File: src/rtl/scnt_pkg.sv
package scnt_pkg;

   // Kind of change applied to the accumulator in one cycle.
   typedef enum logic [2:0] {
      ACC_HOLD  = 3'd0,
      ACC_UP    = 3'd1,
      ACC_DOWN  = 3'd2,
      ACC_LOAD  = 3'd3,
      ACC_CLEAR = 3'd4
   } acc_step_e;

   // Status bit positions, measured down from the top bit of a W-bit word.
   localparam int unsigned OFS_CU = 1;
   localparam int unsigned OFS_CD = 2;
   localparam int unsigned OFS_DN = 3;
   localparam int unsigned OFS_OV = 4;
   localparam int unsigned OFS_UN = 5;
   localparam int unsigned OFS_UA = 6;

   localparam int unsigned MIN_WIDTH = 8;

endpackage

File: src/rtl/scnt_edge.sv
// One condition channel: samples a level at each scan strobe and reports a
// false-to-true change. The first strobe after reset or clear only arms.
module scnt_edge (
   input  logic clk,
   input  logic rst_n,
   input  logic clr,
   input  logic scan,
   input  logic cond,
   output logic rise_o,
   output logic level_o
);

   logic prev_q;
   logic armed_q;

   always_ff @(posedge clk or negedge rst_n) begin
      if (!rst_n) begin
         prev_q  <= 1'b0;
         armed_q <= 1'b0;
      end else if (clr) begin
         prev_q  <= 1'b0;
         armed_q <= 1'b0;
      end else if (scan) begin
         prev_q  <= cond;
         armed_q <= 1'b1;
      end
   end

   assign rise_o  = scan & armed_q & cond & ~prev_q;
   assign level_o = prev_q;

endmodule

File: src/rtl/scnt_accum.sv
// Signed accumulator with clear > load > count priority and
// two's-complement wrap detection.
module scnt_accum
   import scnt_pkg::*;
#(
   parameter int unsigned W = 16
) (
   input  logic         clk,
   input  logic         rst_n,
   input  logic         clr,
   input  logic         load_en,
   input  logic [W-1:0] load_val,
   input  logic         up_rise,
   input  logic         dn_rise,
   output logic [W-1:0] acc_o,
   output logic [W-1:0] acc_next_o,
   output logic         wrap_up_o,
   output logic         wrap_dn_o
);

   localparam logic [W-1:0] MAX_POS = {1'b0, {(W-1){1'b1}}};
   localparam logic [W-1:0] MIN_NEG = {1'b1, {(W-1){1'b0}}};
   localparam logic [W-1:0] ONE     = {{(W-1){1'b0}}, 1'b1};

   logic [W-1:0] acc_q;
   logic [W-1:0] acc_d;
   acc_step_e    step;

   always_comb begin
      if (clr)                      step = ACC_CLEAR;
      else if (load_en)             step = ACC_LOAD;
      else if (up_rise && !dn_rise) step = ACC_UP;
      else if (dn_rise && !up_rise) step = ACC_DOWN;
      else                          step = ACC_HOLD;
   end

   always_comb begin
      acc_d     = acc_q;
      wrap_up_o = 1'b0;
      wrap_dn_o = 1'b0;
      unique case (step)
         ACC_CLEAR: acc_d = '0;
         ACC_LOAD:  acc_d = load_val;
         ACC_UP: begin
            acc_d     = acc_q + ONE;
            wrap_up_o = (acc_q == MAX_POS);
         end
         ACC_DOWN: begin
            acc_d     = acc_q - ONE;
            wrap_dn_o = (acc_q == MIN_NEG);
         end
         default:   acc_d = acc_q;
      endcase
   end

   always_ff @(posedge clk or negedge rst_n) begin
      if (!rst_n) acc_q <= '0;
      else        acc_q <= acc_d;
   end

   assign acc_o      = acc_q;
   assign acc_next_o = acc_d;

endmodule

File: src/rtl/scnt_status.sv
// Done, overflow and underflow flags, the wrap pulses and the packing of
// the status word.
module scnt_status
   import scnt_pkg::*;
#(
   parameter int unsigned W              = 16,
   parameter bit          HOLD_DONE_WRAP = 1'b1
) (
   input  logic         clk,
   input  logic         rst_n,
   input  logic         clr,
   input  logic [W-1:0] acc_next,
   input  logic [W-1:0] preset_next,
   input  logic         wrap_up,
   input  logic         wrap_dn,
   input  logic         cu_level,
   input  logic         cd_level,
   output logic [W-1:0] status_o,
   output logic         ovf_pulse_o,
   output logic         unf_pulse_o
);

   localparam int unsigned B_CU = W - OFS_CU;
   localparam int unsigned B_CD = W - OFS_CD;
   localparam int unsigned B_DN = W - OFS_DN;
   localparam int unsigned B_OV = W - OFS_OV;
   localparam int unsigned B_UN = W - OFS_UN;

   logic ovf_q, unf_q, done_q, op_q, up_q;
   logic ovf_d, unf_d, done_d;
   logic at_or_above;

   assign at_or_above = ($signed(acc_next) >= $signed(preset_next));
   assign ovf_d       = ~clr & (ovf_q | wrap_up);
   assign unf_d       = ~clr & (unf_q | wrap_dn);

   generate
      if (HOLD_DONE_WRAP) begin : g_done_hold
         assign done_d = ~clr & (at_or_above | (done_q & ovf_d));
      end else begin : g_done_plain
         assign done_d = ~clr & at_or_above;
      end
   endgenerate

   always_ff @(posedge clk or negedge rst_n) begin
      if (!rst_n) begin
         ovf_q  <= 1'b0;
         unf_q  <= 1'b0;
         done_q <= 1'b0;
         op_q   <= 1'b0;
         up_q   <= 1'b0;
      end else begin
         ovf_q  <= ovf_d;
         unf_q  <= unf_d;
         done_q <= done_d;
         op_q   <= ~clr & wrap_up & ~ovf_q;
         up_q   <= ~clr & wrap_dn & ~unf_q;
      end
   end

   always_comb begin
      status_o       = '0;
      status_o[B_CU] = cu_level;
      status_o[B_CD] = cd_level;
      status_o[B_DN] = done_q;
      status_o[B_OV] = ovf_q;
      status_o[B_UN] = unf_q;
   end

   assign ovf_pulse_o = op_q;
   assign unf_pulse_o = up_q;

endmodule

File: src/rtl/scan_counter_elem.sv
module scan_counter_elem
   import scnt_pkg::*;
#(
   parameter int unsigned  W              = 16,
   parameter logic [W-1:0] PRESET_INIT    = '0,
   parameter bit           HOLD_DONE_WRAP = 1'b1
) (
   input  logic         clk,
   input  logic         rst_n,
   input  logic         clr,
   input  logic         scan,
   input  logic         cu_cond,
   input  logic         cd_cond,
   input  logic         load_en,
   input  logic [W-1:0] load_val,
   input  logic         preset_we,
   input  logic [W-1:0] preset_val,
   output logic [W-1:0] status_word,
   output logic [W-1:0] preset_word,
   output logic [W-1:0] accum_word,
   output logic         ovf_pulse,
   output logic         unf_pulse
);

   localparam int unsigned NCH = 2;

   generate
      if (W < MIN_WIDTH) begin : g_bad_width
         $error("scan_counter_elem: W must be at least %0d", MIN_WIDTH);
      end
   endgenerate

   logic [NCH-1:0] cond_vec, rise_vec, level_vec;
   logic           up_edge, dn_edge;
   logic [W-1:0]   preset_q, preset_d, acc_next;
   logic           wrap_up, wrap_dn;

   assign cond_vec = {cd_cond, cu_cond};

   // Channel 0 counts up, channel 1 counts down.
   generate
      for (genvar ch = 0; ch < NCH; ch++) begin : g_chan
         scnt_edge u_edge (
            .clk     (clk),
            .rst_n   (rst_n),
            .clr     (clr),
            .scan    (scan),
            .cond    (cond_vec[ch]),
            .rise_o  (rise_vec[ch]),
            .level_o (level_vec[ch])
         );
      end
   endgenerate

   assign up_edge = rise_vec[0];
   assign dn_edge = rise_vec[1];

   assign preset_d = preset_we ? preset_val : preset_q;

   always_ff @(posedge clk or negedge rst_n) begin
      if (!rst_n) preset_q <= PRESET_INIT;
      else        preset_q <= preset_d;
   end

   scnt_accum #(.W(W)) u_acc (
      .clk        (clk),
      .rst_n      (rst_n),
      .clr        (clr),
      .load_en    (load_en),
      .load_val   (load_val),
      .up_rise    (up_edge),
      .dn_rise    (dn_edge),
      .acc_o      (accum_word),
      .acc_next_o (acc_next),
      .wrap_up_o  (wrap_up),
      .wrap_dn_o  (wrap_dn)
   );

   scnt_status #(.W(W), .HOLD_DONE_WRAP(HOLD_DONE_WRAP)) u_stat (
      .clk         (clk),
      .rst_n       (rst_n),
      .clr         (clr),
      .acc_next    (acc_next),
      .preset_next (preset_d),
      .wrap_up     (wrap_up),
      .wrap_dn     (wrap_dn),
      .cu_level    (level_vec[0]),
      .cd_level    (level_vec[1]),
      .status_o    (status_word),
      .ovf_pulse_o (ovf_pulse),
      .unf_pulse_o (unf_pulse)
   );

   assign preset_word = preset_q;

endmodule

File: config.mk
export PLATFORM = sky130hd
export DESIGN_NAME = scan_counter_elem
export DESIGN_NICKNAME = d
export VERILOG_FILES = /design/src/rtl/scnt_pkg.sv /design/src/rtl/scnt_edge.sv /design/src/rtl/scnt_accum.sv /design/src/rtl/scnt_status.sv /design/src/rtl/scan_counter_elem.sv
export SDC_FILE = /design/constraint.sdc
export NUM_CORES = 1
export LEC_CHECK = 0
export BUFFER_PORTS_ARGS = -buffer_cell sky130_fd_sc_hd__buf_2
export CAP_MARGIN = 40
export CELL_PAD_IN_SITES_DETAIL_PLACEMENT = 2
export CELL_PAD_IN_SITES_GLOBAL_PLACEMENT = 2
export CORE_UTILIZATION = 28
export DETAILED_ROUTE_END_ITERATION = 10
export GPL_TIMING_DRIVEN = 0
export MAX_ROUTING_LAYER = met4
export PLACE_DENSITY_LB_ADDON = 0.1
export SETUP_SLACK_MARGIN = 0.05
export SLEW_MARGIN = 20
export SYNTH_ARGS = -nofsm -noshare
export SYNTH_HDL_FRONTEND = slang
export SYNTH_HIERARCHICAL = 1
export SYNTH_SLANG_ARGS = --single-unit
File: constraint.sdc
create_clock -name clk -period 4.84 [get_ports clk]
set_clock_uncertainty 0.15 [all_clocks]
set_input_delay 0.726 -clock clk [delete_from_list [all_inputs] [get_ports clk]]
set_output_delay 0.726 -clock clk [all_outputs]
set_load 0.01 [all_outputs]
**After elaboration in Yosys (flattened, before gate mapping)**

Index checks and enable logic that the tools add are counted.

- Flip-flop bits (word level): 40
- Latch bits: 0
- Memory bits (writable): 0
- Bits in read-only memories: 0
- Output and inout bits: 50
- Logic and storage cells: 59
- Memories: 0

- Add/sub/neg operators: 2
- Multiply operators: 0
- Divide/modulo/power cells: 0
- Magnitude comparators: 1
- Equal/unequal tests: 6
- Shift-type cells: 0
- Muxes and demuxes: 14
- Bitwise logic cells: 21
- Reductions and logical operators: 5

Operator list:

| operator | count |
|---|---|
| 16-bit one-hot mux with 4 select lines | 1 |
| 16-bit by 1-bit adder with 16-bit output (second input constant) | 1 |
| 16-bit by 15-bit == test with 1-bit output (second input constant) | 1 |
| 16-bit == test (second input constant) | 1 |
| 16-bit >= comparator | 1 |
| 16-bit 2-to-1 mux | 1 |
| 16-bit by 1-bit subtractor with 16-bit output (second input constant) | 1 |
| 1-bit AND | 13 |
| 3-bit 2-to-1 mux | 3 |
| 1-bit 2-to-1 mux | 8 |
| 3-bit by 2-bit == test with 1-bit output (second input constant) | 2 |
| 1-bit NOT | 5 |
| 3-bit by 1-bit == test with 1-bit output (second input constant) | 1 |
| 3-bit == test (second input constant) | 1 |
| 1-bit OR | 3 |
| 1-bit logical AND | 2 |
| 1-bit zero test | 2 |
| 2-bit 2-to-1 mux | 1 |
| 2-bit nonzero test | 1 |

**Longest topological paths before layout**

Gate-level depths: netlist of the first run.

- Depth in word-level cells: 16
- Depth in mapped cells: 18
- Depth with buffers taken out: 18

**Modules after synthesis**

Netlist of the first run, hierarchy kept.

By module, submodules not included:

| module | times used | cells each | area an instance (µm²) |
|---|---|---|---|
| scnt_accum | 1 | 204 | 1,634.1 |
| scnt_status | 1 | 88 | 719.4 |
| scan_counter_elem | 1 | 34 | 649.4 |
| scnt_edge | 2 | 8 | 85.1 |

**Worst setup path before layout of the first run**

No wires, ideal clock.

- Path type: input -> register
- From: input cd_cond
- To: register u_stat.done_q
- Setup time: 0.082 ns
- Data arrival time: 4.807 ns
- Required time: 4.608 ns
- Slack: -0.199 ns
- Stages on the path: 18
- Path buffers: 1
- Path through: nand2_1 > nor3b_2 > nand2b_1 > nor3_1 > ha_1 > buf_6 > and3_4 > a22o_1 > a221o_1 > a31oi_1 > xor2_1 > o22ai_1 > ha_1 > nand4_1 > nor4_1 > a211oi_1 > a41o_1 > a31oi_1

RTL lines:

| item | line | text |
|---|---|---|
| start, declared | scan_counter_elem.sv:13 | `input logic cd_cond,` |
| 1-bit AND * (2 in a row) | scnt_edge.sv:29 | `assign rise_o = scan & armed_q & cond & ~prev_q;` |
| net dn_edge | scan_counter_elem.sv:34 | `logic up_edge, dn_edge;` |
| 1-bit logical AND / 1-bit zero test (equally long branches) | scnt_accum.sv:33, scnt_accum.sv:32 |  |
| 2-bit 2-to-1 mux / 1-bit logical AND (equally long branches) | scnt_accum.sv:33, scnt_accum.sv:32 |  |
| 3-bit 2-to-1 mux * | scnt_accum.sv:32 | `else if (up_rise && !dn_rise) step = ACC_UP;` |
| 3-bit 2-to-1 mux * | scnt_accum.sv:31 | `else if (load_en) step = ACC_LOAD;` |
| 3-bit 2-to-1 mux * | scnt_accum.sv:30 | `if (clr) step = ACC_CLEAR;` |
| 3-bit by 2-bit == test with 1-bit output (tied with other cells) | scnt_accum.sv:41 | `unique case (step)` |
| 16-bit one-hot mux with 4 select lines * | scnt_accum.sv:41 |  |
| net acc_next[14] | scan_counter_elem.sv:35 | `logic [W-1:0] preset_q, preset_d, acc_next;` |
| 16-bit >= comparator * | scnt_status.sv:33 | `assign at_or_above = ($signed(acc_next) >= $signed(preset_next));` |
| 1-bit OR * | scnt_status.sv:39 | `assign done_d = ~clr & (at_or_above \| (done_q & ovf_d));` |
| 1-bit AND * | scnt_status.sv:39 |  |
| net u_stat.done_d | scnt_status.sv:30 | `logic ovf_d, unf_d, done_d;` |
| end signal, assigned | scnt_status.sv:55 | `done_q <= done_d;` |
| end, declared | scnt_status.sv:29 | `logic ovf_q, unf_q, done_q, op_q, up_q;` |

Mark *: on every way through the listed nets, which the timed path passes. The rest lies on a longest branch.
A chain may end at the register's enable or synchronous reset.

**Worst setup path in the final report of the first run**

- From: input scan
- To: register u_stat.done_q

RTL lines:

| item | line | text |
|---|---|---|
| start, declared | scan_counter_elem.sv:11 | `input logic scan,` |
| 1-bit AND * (3 in a row) | scnt_edge.sv:29 |  |
| net dn_edge | scan_counter_elem.sv:34 |  |
| 1-bit logical AND / 1-bit zero test (equally long branches) | scnt_accum.sv:33, scnt_accum.sv:32 |  |
| 2-bit 2-to-1 mux / 1-bit logical AND (equally long branches) | scnt_accum.sv:33, scnt_accum.sv:32 |  |
| 3-bit 2-to-1 mux * | scnt_accum.sv:32 |  |
| 3-bit 2-to-1 mux * | scnt_accum.sv:31 |  |
| 3-bit 2-to-1 mux * | scnt_accum.sv:30 |  |
| 3-bit by 2-bit == test with 1-bit output (tied with other cells) | scnt_accum.sv:41 |  |
| 16-bit one-hot mux with 4 select lines * | scnt_accum.sv:41 |  |
| net acc_next[14] | scan_counter_elem.sv:35 |  |
| 16-bit >= comparator * | scnt_status.sv:33 |  |
| 1-bit OR * | scnt_status.sv:39 |  |
| 1-bit AND * | scnt_status.sv:39 |  |
| net u_stat.done_d | scnt_status.sv:30 |  |

Marked as above.

==> qor.tcl, run 1 <==
set qor(tightestPinTransition_ps) 669
set qor(post-dp-hpwl_mm) 8.59
set qor(cts.sink_count) 41
set qor(critical_path.endpoint_type) {flop}
set qor(finalWorstPathRequiredPeriod_ps) 4560
set qor(cellPowerDensity_nw_per_um2) 259
set qor(layout.core_utilization) 0.372
set qor(gate_count_after_technology_mapping) 342
set qor(drive_gt1_frac) 0.314
set qor(yosysWarnings) 6
set qor(critical-path-slowest-cell) {sky130_fd_sc_hd__a2111o_1}
set qor(report.final.slew_viol_count) 0
set qor(die_x_um) 108
set qor(power_leakage_nw) 2.08
set qor(post_drt_via_cell_ratio) 5.02
set qor(regToRegStartpoint) {g_chan[1].u_edge/level_o}
set qor(tritoncts) {done}
set qor(io_buffers) 77
set qor(grt_pass1_wl_mm) 17.0
set qor(synth_cell_types) 54
set qor(synthArstFlopShare) 1.00
set qor(reg2reg_setup_slack_ps) 510
set qor(ys_dominant_reg_cell) {sky130_fd_sc_hd__dfrtp_1}
set qor(initial_utilization) 0.290
set qor(hold_buffers) 0
set qor(setup_repair_after_global_routing_missed_its_margin) {false}
set qor(share_of_the_cycle_needed_by_the_critical_path_after_routing) 0.943
set qor(ios) 90
set qor(count_of_nets_left_with_antenna_violations_after_detail_routing) 0
set qor(die_height_um) 108
set qor(initialDrtViolationCount) 123
set qor(htreeDepth) 2
set qor(synth.cell_area_sq_um) 3170
set qor(ctsLongestPathBuffers) 2
set qor(final_hold_viol_count) 0
set qor(tritoncts_buffer_count) 5
set qor(dp_slack_ps) -452
set qor(antenna_violations_before_repair) 0
set qor(drc_violations) 0
set qor(worstPathArrival_ps) 4620
set qor(worst_path_largest_cell_delay_ps) 450
set qor(area_delta_synth_final_pct) 28.1
set qor(cts_root_buffer) {sky130_fd_sc_hd__clkbuf_16}
set qor(cell_type_with_the_largest_total_area_after_synthesis) {sky130_fd_sc_hd__dfrtp_1}
set qor(grt_max_degree) 22
set qor(drt_pre_antenna_iters) 4
set qor(synth.top_cells.by_area) {sky130_fd_sc_hd__dfrtp_1 32%, sky130_fd_sc_hd__ha_1 12%, sky130_fd_sc_hd__a21oi_1 4.9%, sky130_fd_sc_hd__mux2_4 4.7%, sky130_fd_sc_hd__nor2_1 4.0%}
set qor(nets) 512
set qor(min-delay-path-class) {input port to asynchronous set/reset pin}
set qor(grt_pass1_vias) 3103
set qor(timing.max_slew.rel_slack) 0.554
set qor(clock_insertion_delay_worst_skew_ps) 290
set qor(antenna_cells_inserted) 0
set qor(critical_path_required_ps) 4900
set qor(totalWireLength_mm) 10.8
set qor(criticalPathCategory) {input port to flop}
set qor(grt_usage) 0.198
set qor(synth_top_area_share) 0.323
set qor(crit_path_max_fanout) 6
set qor(worst_r2r_endpoint) {u_stat/done_q}
set qor(ir_drop_mv) 0.150
set qor(worstPathCellList) {buf_2, nand2_1, nor3b_4, nand2b_4, nor3_4, buf_6, ha_2, a21o_1, a22o_1, a221o_1, a31oi_2, xor2_1, o22ai_2, ha_1, nand4_1, a2111o_1, a41o_1, a31oi_1}
set qor(routed_wire_length_per_instance_um) 18.5
set qor(design.core.area_sq_um) 10900
set qor(fmaxAchievable_mhz) 219
set qor(syn_area_per_cell_sq_um) 9.28
set qor(routabilityCongestion) 0.821
set qor(die_area_sq_um) 11800
set qor(rr_worst_depth) 16
set qor(total_of_max_cap_violations) 0
set qor(path_delay_family) {compound AO/OA/AOI/OAI gates}
set qor(clkSlewWorstSetupHoldPaths_ps) 60
set qor(num_vias) 2919
set qor(synth-edff-count) 0
set qor(num_rows) 38
set qor(status) {complete, no violations}
set qor(worst_slack_ps) 275
set qor(grt_overflow) 0
set qor(synth_seq_cells) 41
set qor(worst-path-buf-inv) 2
set qor(synth.yosys.seq_area_share) 0.323
set qor(finalSetupViolations) 0
set qor(critical_path.startpoint_type) {input port}
[what timing repair did]
| action | CTS | global route |
|---|---|---|
| endpoints found under the setup margin | 1 | 1 |
| pin swaps | 1 | 7 |
| cloned | 0 | 0 |
| gates resized for setup | 1 | 11 |
| buffers inserted | 2 | 1 |
[area by class of cell]
cell class                      count  area, sq um
Fill cell                        1248         6870
Clock buffer                        7          143
Buffer                             27          194
Sequential cell                    41         1030
Timing Repair Buffer               82          450
Clock inverter                      1         30.0
Tap cell                          140          175
Multi-Input combinational cell    263         1970
Inverter                           21         78.8
[layer usage]
metal	GRT usage	wire length, um	vias to the layer above
met5	-	0	-
met4	0.0483	121	0
met3	0.0253	388	10
met2	0.330	5350	67
met1	0.254	4910	1435
li1	-	-	1407
[cells in the final DEF, fill, tap and decap left out, types with 7 or more instances in the layout]
cell,n
sky130_fd_sc_hd__a21o_1,8
sky130_fd_sc_hd__xnor2_1,7
sky130_fd_sc_hd__a21oi_1,30
sky130_fd_sc_hd__buf_4,18
sky130_fd_sc_hd__dfrtp_1,41
sky130_fd_sc_hd__nand2_1,18
sky130_fd_sc_hd__mux2_2,7
sky130_fd_sc_hd__o21ai_0,8
sky130_fd_sc_hd__a211oi_1,9
sky130_fd_sc_hd__clkbuf_1,7
sky130_fd_sc_hd__nor2_1,34
sky130_fd_sc_hd__conb_1,11
sky130_fd_sc_hd__inv_1,21
sky130_fd_sc_hd__buf_2,77
sky130_fd_sc_hd__ha_1,29
sky130_fd_sc_hd__mux2_4,10
sky130_fd_sc_hd__xor2_1,8
[power breakdown]
part,switching [mW],leakage [nW],internal (mW)
logic,0.141,1.48,0.114
registers,0.0270,0.521,0.367
clock network,0.144,0.0841,0.258
total,0.312,2.08,0.740
[cell families (layout without fill, tap and decap cells)]
group / Yosys count / count (layout) / synth area share
buffers and inverters: 48 / 138 / 0.0856
XOR/XNOR: 15 / 15 / 0.0414
AND/OR/NAND/NOR: 95 / 95 / 0.156
AO/OA/AOI/OAI: 91 / 91 / 0.187
adder cells (fa/ha/maj): 31 / 31 / 0.125
flip-flops: 41 / 41 / 0.323
multiplexers: 20 / 20 / 0.0816
other: 1 / 11 / 0.00118
[cell usage after synthesis, types with 6 or more instances]
master,count
sky130_fd_sc_hd__ha_1,30
sky130_fd_sc_hd__buf_4,16
sky130_fd_sc_hd__o21ai_0,8
sky130_fd_sc_hd__a211oi_1,10
sky130_fd_sc_hd__nand4_1,6
sky130_fd_sc_hd__dfrtp_1,41
sky130_fd_sc_hd__nand2b_1,6
sky130_fd_sc_hd__inv_1,21
sky130_fd_sc_hd__mux2_4,10
sky130_fd_sc_hd__nand2_1,18
sky130_fd_sc_hd__mux2_2,7
sky130_fd_sc_hd__nand3_1,6
sky130_fd_sc_hd__clkbuf_1,7
sky130_fd_sc_hd__a21oi_1,31
sky130_fd_sc_hd__xnor2_1,7
sky130_fd_sc_hd__nor2_1,34
sky130_fd_sc_hd__xor2_1,8
sky130_fd_sc_hd__a21o_1,8
[flip-flops by register name, indices dropped and copies added, names as in the netlist]
register               flops
g_chan.u_edge/armed_q      2
u_acc/acc_o               16
u_stat/unf_q               1
u_stat/done_q              1
g_chan.u_edge/level_o      2
u_stat/unf_pulse_o         1
u_stat/ovf_pulse_o         1
preset_word               16
u_stat/ovf_q               1
[how the worst max path moves through the flow]
stage,startpoint,endpoint,slack [ps],cells after the start
floorplan,cd_cond,u_stat/done_q,220,18
global placement,scan,u_stat/done_q,-780,18
detailed placement,scan,u_stat/done_q,-450,20
CTS,clr,u_stat/done_q,80,17
global route,scan,u_stat/done_q,20,20
finish,scan,u_stat/done_q,280,18
[worst reg2reg max path: cells and delay by family (launching register included)]
kind | cells | cell delay, ps
AOI/OAI and AO/OA | 8 | 1950
and+or+nand+nor | 4 | 690
adders and majority gates | 2 | 640
DFF | 1 | 420
xor gates and xnor gates | 1 | 260
buffers and inverters | 1 | 150
[metrics by stage]
stage          hold slack, ps  instance area [sq um]  setup TNS (ps)  total power, mW  cells
2_1_floorplan             279                   3220               0            0.550    352
3_3_place_gp              294                   3780            -784            0.641    569
3_5_place_dp              307                   3810            -452            0.652    571
4_1_cts                   314                   4010               0             1.06    581
5_1_grt                   315                   4070               0             1.10    582
6_report                  287                   4070               0             1.05    582
No activity file was read; power rests on OpenSTA's default activity.
==> inputs of run 2 (changes only) <==
RECOVER_POWER = 50   (was not set)
==> qor.tcl, run 2 (synthesis results as in run 1) <==
set qor(worstPathCellList) {buf_2, nand2_1, nor3b_4, nand2b_4, nor3_4, buf_6, ha_2, a21o_1, a22o_1, a221o_1, a31oi_2, xor2_1, o22ai_2, ha_1, nand4_1, a2111o_1, a41o_1, a31oi_1} ;# unchanged
set qor(worst_slack_ps) 271 ;# was 275 ps
set qor(finalPower_mw) 1.04 ;# was 1.05 mW
set qor(ios) 90 ;# unchanged
set qor(ir_drop_mv) 0.150 ;# about the same
set qor(num_vias) 2916 ;# was 2919
set qor(share_seq_of_total_power) 0.380 ;# was 0.375
set qor(power.switching_mw) 0.310 ;# was 0.312 mW
set qor(tritoncts) {done} ;# unchanged
set qor(worst_r2r_endpoint) {u_stat/done_q} ;# unchanged
set qor(netSwitchingFraction) 0.298 ;# was 0.297
set qor(pwr-share-clk) 0.385 ;# was 0.382
set qor(criticalPathCategory) {input port to flop} ;# unchanged
set qor(grt_usage) 0.198 ;# unchanged
set qor(io_buffers) 77 ;# unchanged
set qor(clock_insertion_delay_worst_skew_ps) 290 ;# about the same
set qor(mostFrequentLayoutCell) {sky130_fd_sc_hd__buf_2} ;# unchanged
set qor(htreeDepth) 2 ;# unchanged
set qor(power_leakage_nw) 2.02 ;# was 2.08 nW
set qor(post-dp-hpwl_mm) 8.59 ;# unchanged
set qor(grt_overflow) 0 ;# unchanged
set qor(antenna_violations_before_repair) 0 ;# unchanged
set qor(initial_utilization) 0.290 ;# unchanged
set qor(post_drt_via_cell_ratio) 5.01 ;# was 5.02
set qor(final.hold.worst_slack_ps) 308 ;# was 287 ps
set qor(initialDrtViolationCount) 111 ;# was 123
set qor(fmaxAchievable_mhz) 219 ;# about the same
set qor(area_delta_synth_final_pct) 25.6 ;# was 28.1%
set qor(grt_pass1_vias) 3103 ;# unchanged
set qor(setup_repair_after_global_routing_missed_its_margin) {false} ;# unchanged
set qor(nets) 512 ;# unchanged
set qor(clkSlewWorstSetupHoldPaths_ps) 60 ;# about the same
set qor(die_height_um) 108 ;# unchanged
set qor(critical_path_required_ps) 4900 ;# about the same
set qor(timing.max_slew.rel_slack) 0.135 ;# was 0.554
set qor(mostFrequentLayoutCells) {76 x sky130_fd_sc_hd__buf_2, 41 x sky130_fd_sc_hd__dfrtp_1, 34 x sky130_fd_sc_hd__nor2_1} ;# was 77 x sky130_fd_sc_hd__buf_2, 41 x sky130_fd_sc_hd__dfrtp_1, 34 x sky130_fd_sc_hd__nor2_1
set qor(share_of_the_cycle_needed_by_the_critical_path_after_routing) 0.944 ;# was 0.943
set qor(tritoncts_buffer_count) 5 ;# unchanged
set qor(tns_ps) 0 ;# unchanged
set qor(critical-path-slowest-cell) {sky130_fd_sc_hd__a2111o_1} ;# unchanged
set qor(antenna_cells_inserted) 0 ;# unchanged
set qor(layout.core_utilization) 0.365 ;# was 0.372
set qor(design.core.area_sq_um) 10900 ;# unchanged
set qor(worstPathArrival_ps) 4620 ;# about the same
set qor(num_rows) 38 ;# unchanged
set qor(finalSetupViolations) 0 ;# unchanged
set qor(critical_path.startpoint_type) {input port} ;# unchanged
set qor(ctsLongestPathBuffers) 2 ;# unchanged
set qor(worstHoldPathCells) 1
set qor(report.final.slew_viol_count) 0 ;# unchanged
set qor(cts.sink_count) 41 ;# unchanged
set qor(min-delay-path-class) {flop to flop} ;# was input port to asynchronous set/reset pin
set qor(routed_wire_length_per_instance_um) 18.5 ;# about the same
set qor(cts_root_buffer) {sky130_fd_sc_hd__clkbuf_16} ;# unchanged
set qor(cellPowerDensity_nw_per_um2) 260 ;# was 259 nW/um^2
set qor(grt_max_degree) 22 ;# unchanged
set qor(critical_path.endpoint_type) {flop} ;# unchanged
set qor(totalWireLength_mm) 10.8 ;# about the same
set qor(count_of_nets_left_with_antenna_violations_after_detail_routing) 0 ;# unchanged
set qor(tightestPinTransition_ps) 1300 ;# was 669 ps
set qor(dp_slack_ps) -452 ;# unchanged
set qor(drive_gt1_frac) 0.276 ;# was 0.314
set qor(total_of_max_cap_violations) 0 ;# unchanged
set qor(endpoint_of_the_worst_hold_path) {u_stat/unf_pulse_o}
set qor(internal_power_mw) 0.729 ;# was 0.740 mW
set qor(final_hold_viol_count) 0 ;# unchanged
set qor(drt_pre_antenna_iters) 4 ;# unchanged
set qor(die_x_um) 108 ;# unchanged
set qor(finalWorstPathRequiredPeriod_ps) 4570 ;# was 4560 ps
set qor(grt_pass1_wl_mm) 17.0 ;# unchanged
set qor(worst_path_largest_cell_delay_ps) 450 ;# about the same
set qor(final.fill_count) 1269 ;# was 1248
set qor(regToRegStartpoint) {g_chan[1].u_edge/level_o} ;# unchanged
set qor(worst_hold_startpoint) {u_stat/unf_q}
set qor(reg2reg_setup_slack_ps) 510 ;# about the same
set qor(status) {complete, no violations} ;# unchanged
set qor(routabilityCongestion) 0.821 ;# unchanged
set qor(p_comb_frac) 0.235 ;# was 0.243
set qor(hold_buffers) 0 ;# unchanged
set qor(die_area_sq_um) 11800 ;# unchanged
set qor(rr_worst_depth) 16 ;# unchanged
set qor(drc_violations) 0 ;# unchanged
set qor(crit_path_max_fanout) 6 ;# unchanged
run 2: changes by cell type in the layout (fill, tap and decap cells not counted), sizes merged:
| cell | change |
|---|---|
| buf | -4 |
| clkbuf | +4 |
run 2: worst max-delay path: cells and delay by family:
kind,cells,cell delay [ps]
compound gates,8,1940
simple gates,5,780
fa+ha+maj,2,640
buf+inv,2,280
xor+xnor,1,260
run 2: repair_timing:
item	CTS	global route
pin swaps	1	7
setup endpoints to repair	1	1
setup buffers	2	1
resized for setup	1	11
run 2: cell type report:
type                       instances  area, sq um  area share
clock inverter                     1         30.0     0.00753
tap                              140          175      0.0439
timing repair buffer              82          425       0.107
clock buffer                       7          143      0.0358
buffer                            27          170      0.0427
inverter                          21         78.8      0.0198
multi-input combinational        263         1940       0.486
sequential                        41         1030       0.257
run 2: metal layers:
| layer | routed length, um | global-route usage |
|---|---|---|
| met1 | 5010 | 0.254 |
| met2 | 5340 | 0.330 |
| met3 | 319 | 0.0253 |
| met4 | 121 | 0.0483 |
| met5 | 0 | - |
run 2: power groups by stage:
stage / clock network (mW) / registers, mW / logic (mW)
after floorplan: 0 / 0.402 / 0.148
after global placement: 0 / 0.400 / 0.241
after detailed placement: 0 / 0.399 / 0.253
after CTS: 0.410 / 0.394 / 0.255
after global routing: 0.423 / 0.397 / 0.272
final: 0.400 / 0.394 / 0.244
run 2: through the flow:
step | area, sq um | cells
floorplan | 3220 | 352
global placement | 3780 | 569
detailed placement | 3810 | 571
CTS | 4010 | 581
global route | 3990 | 582
finish | 3990 | 582
run 2: worst max path at each step:
stage,start,end,cells after the start
floorplan,cd_cond,u_stat/done_q,18
global placement,scan,u_stat/done_q,18
detailed placement,scan,u_stat/done_q,20
CTS,clr,u_stat/done_q,17
global route,scan,u_stat/done_q,20
finish,scan,u_stat/done_q,18
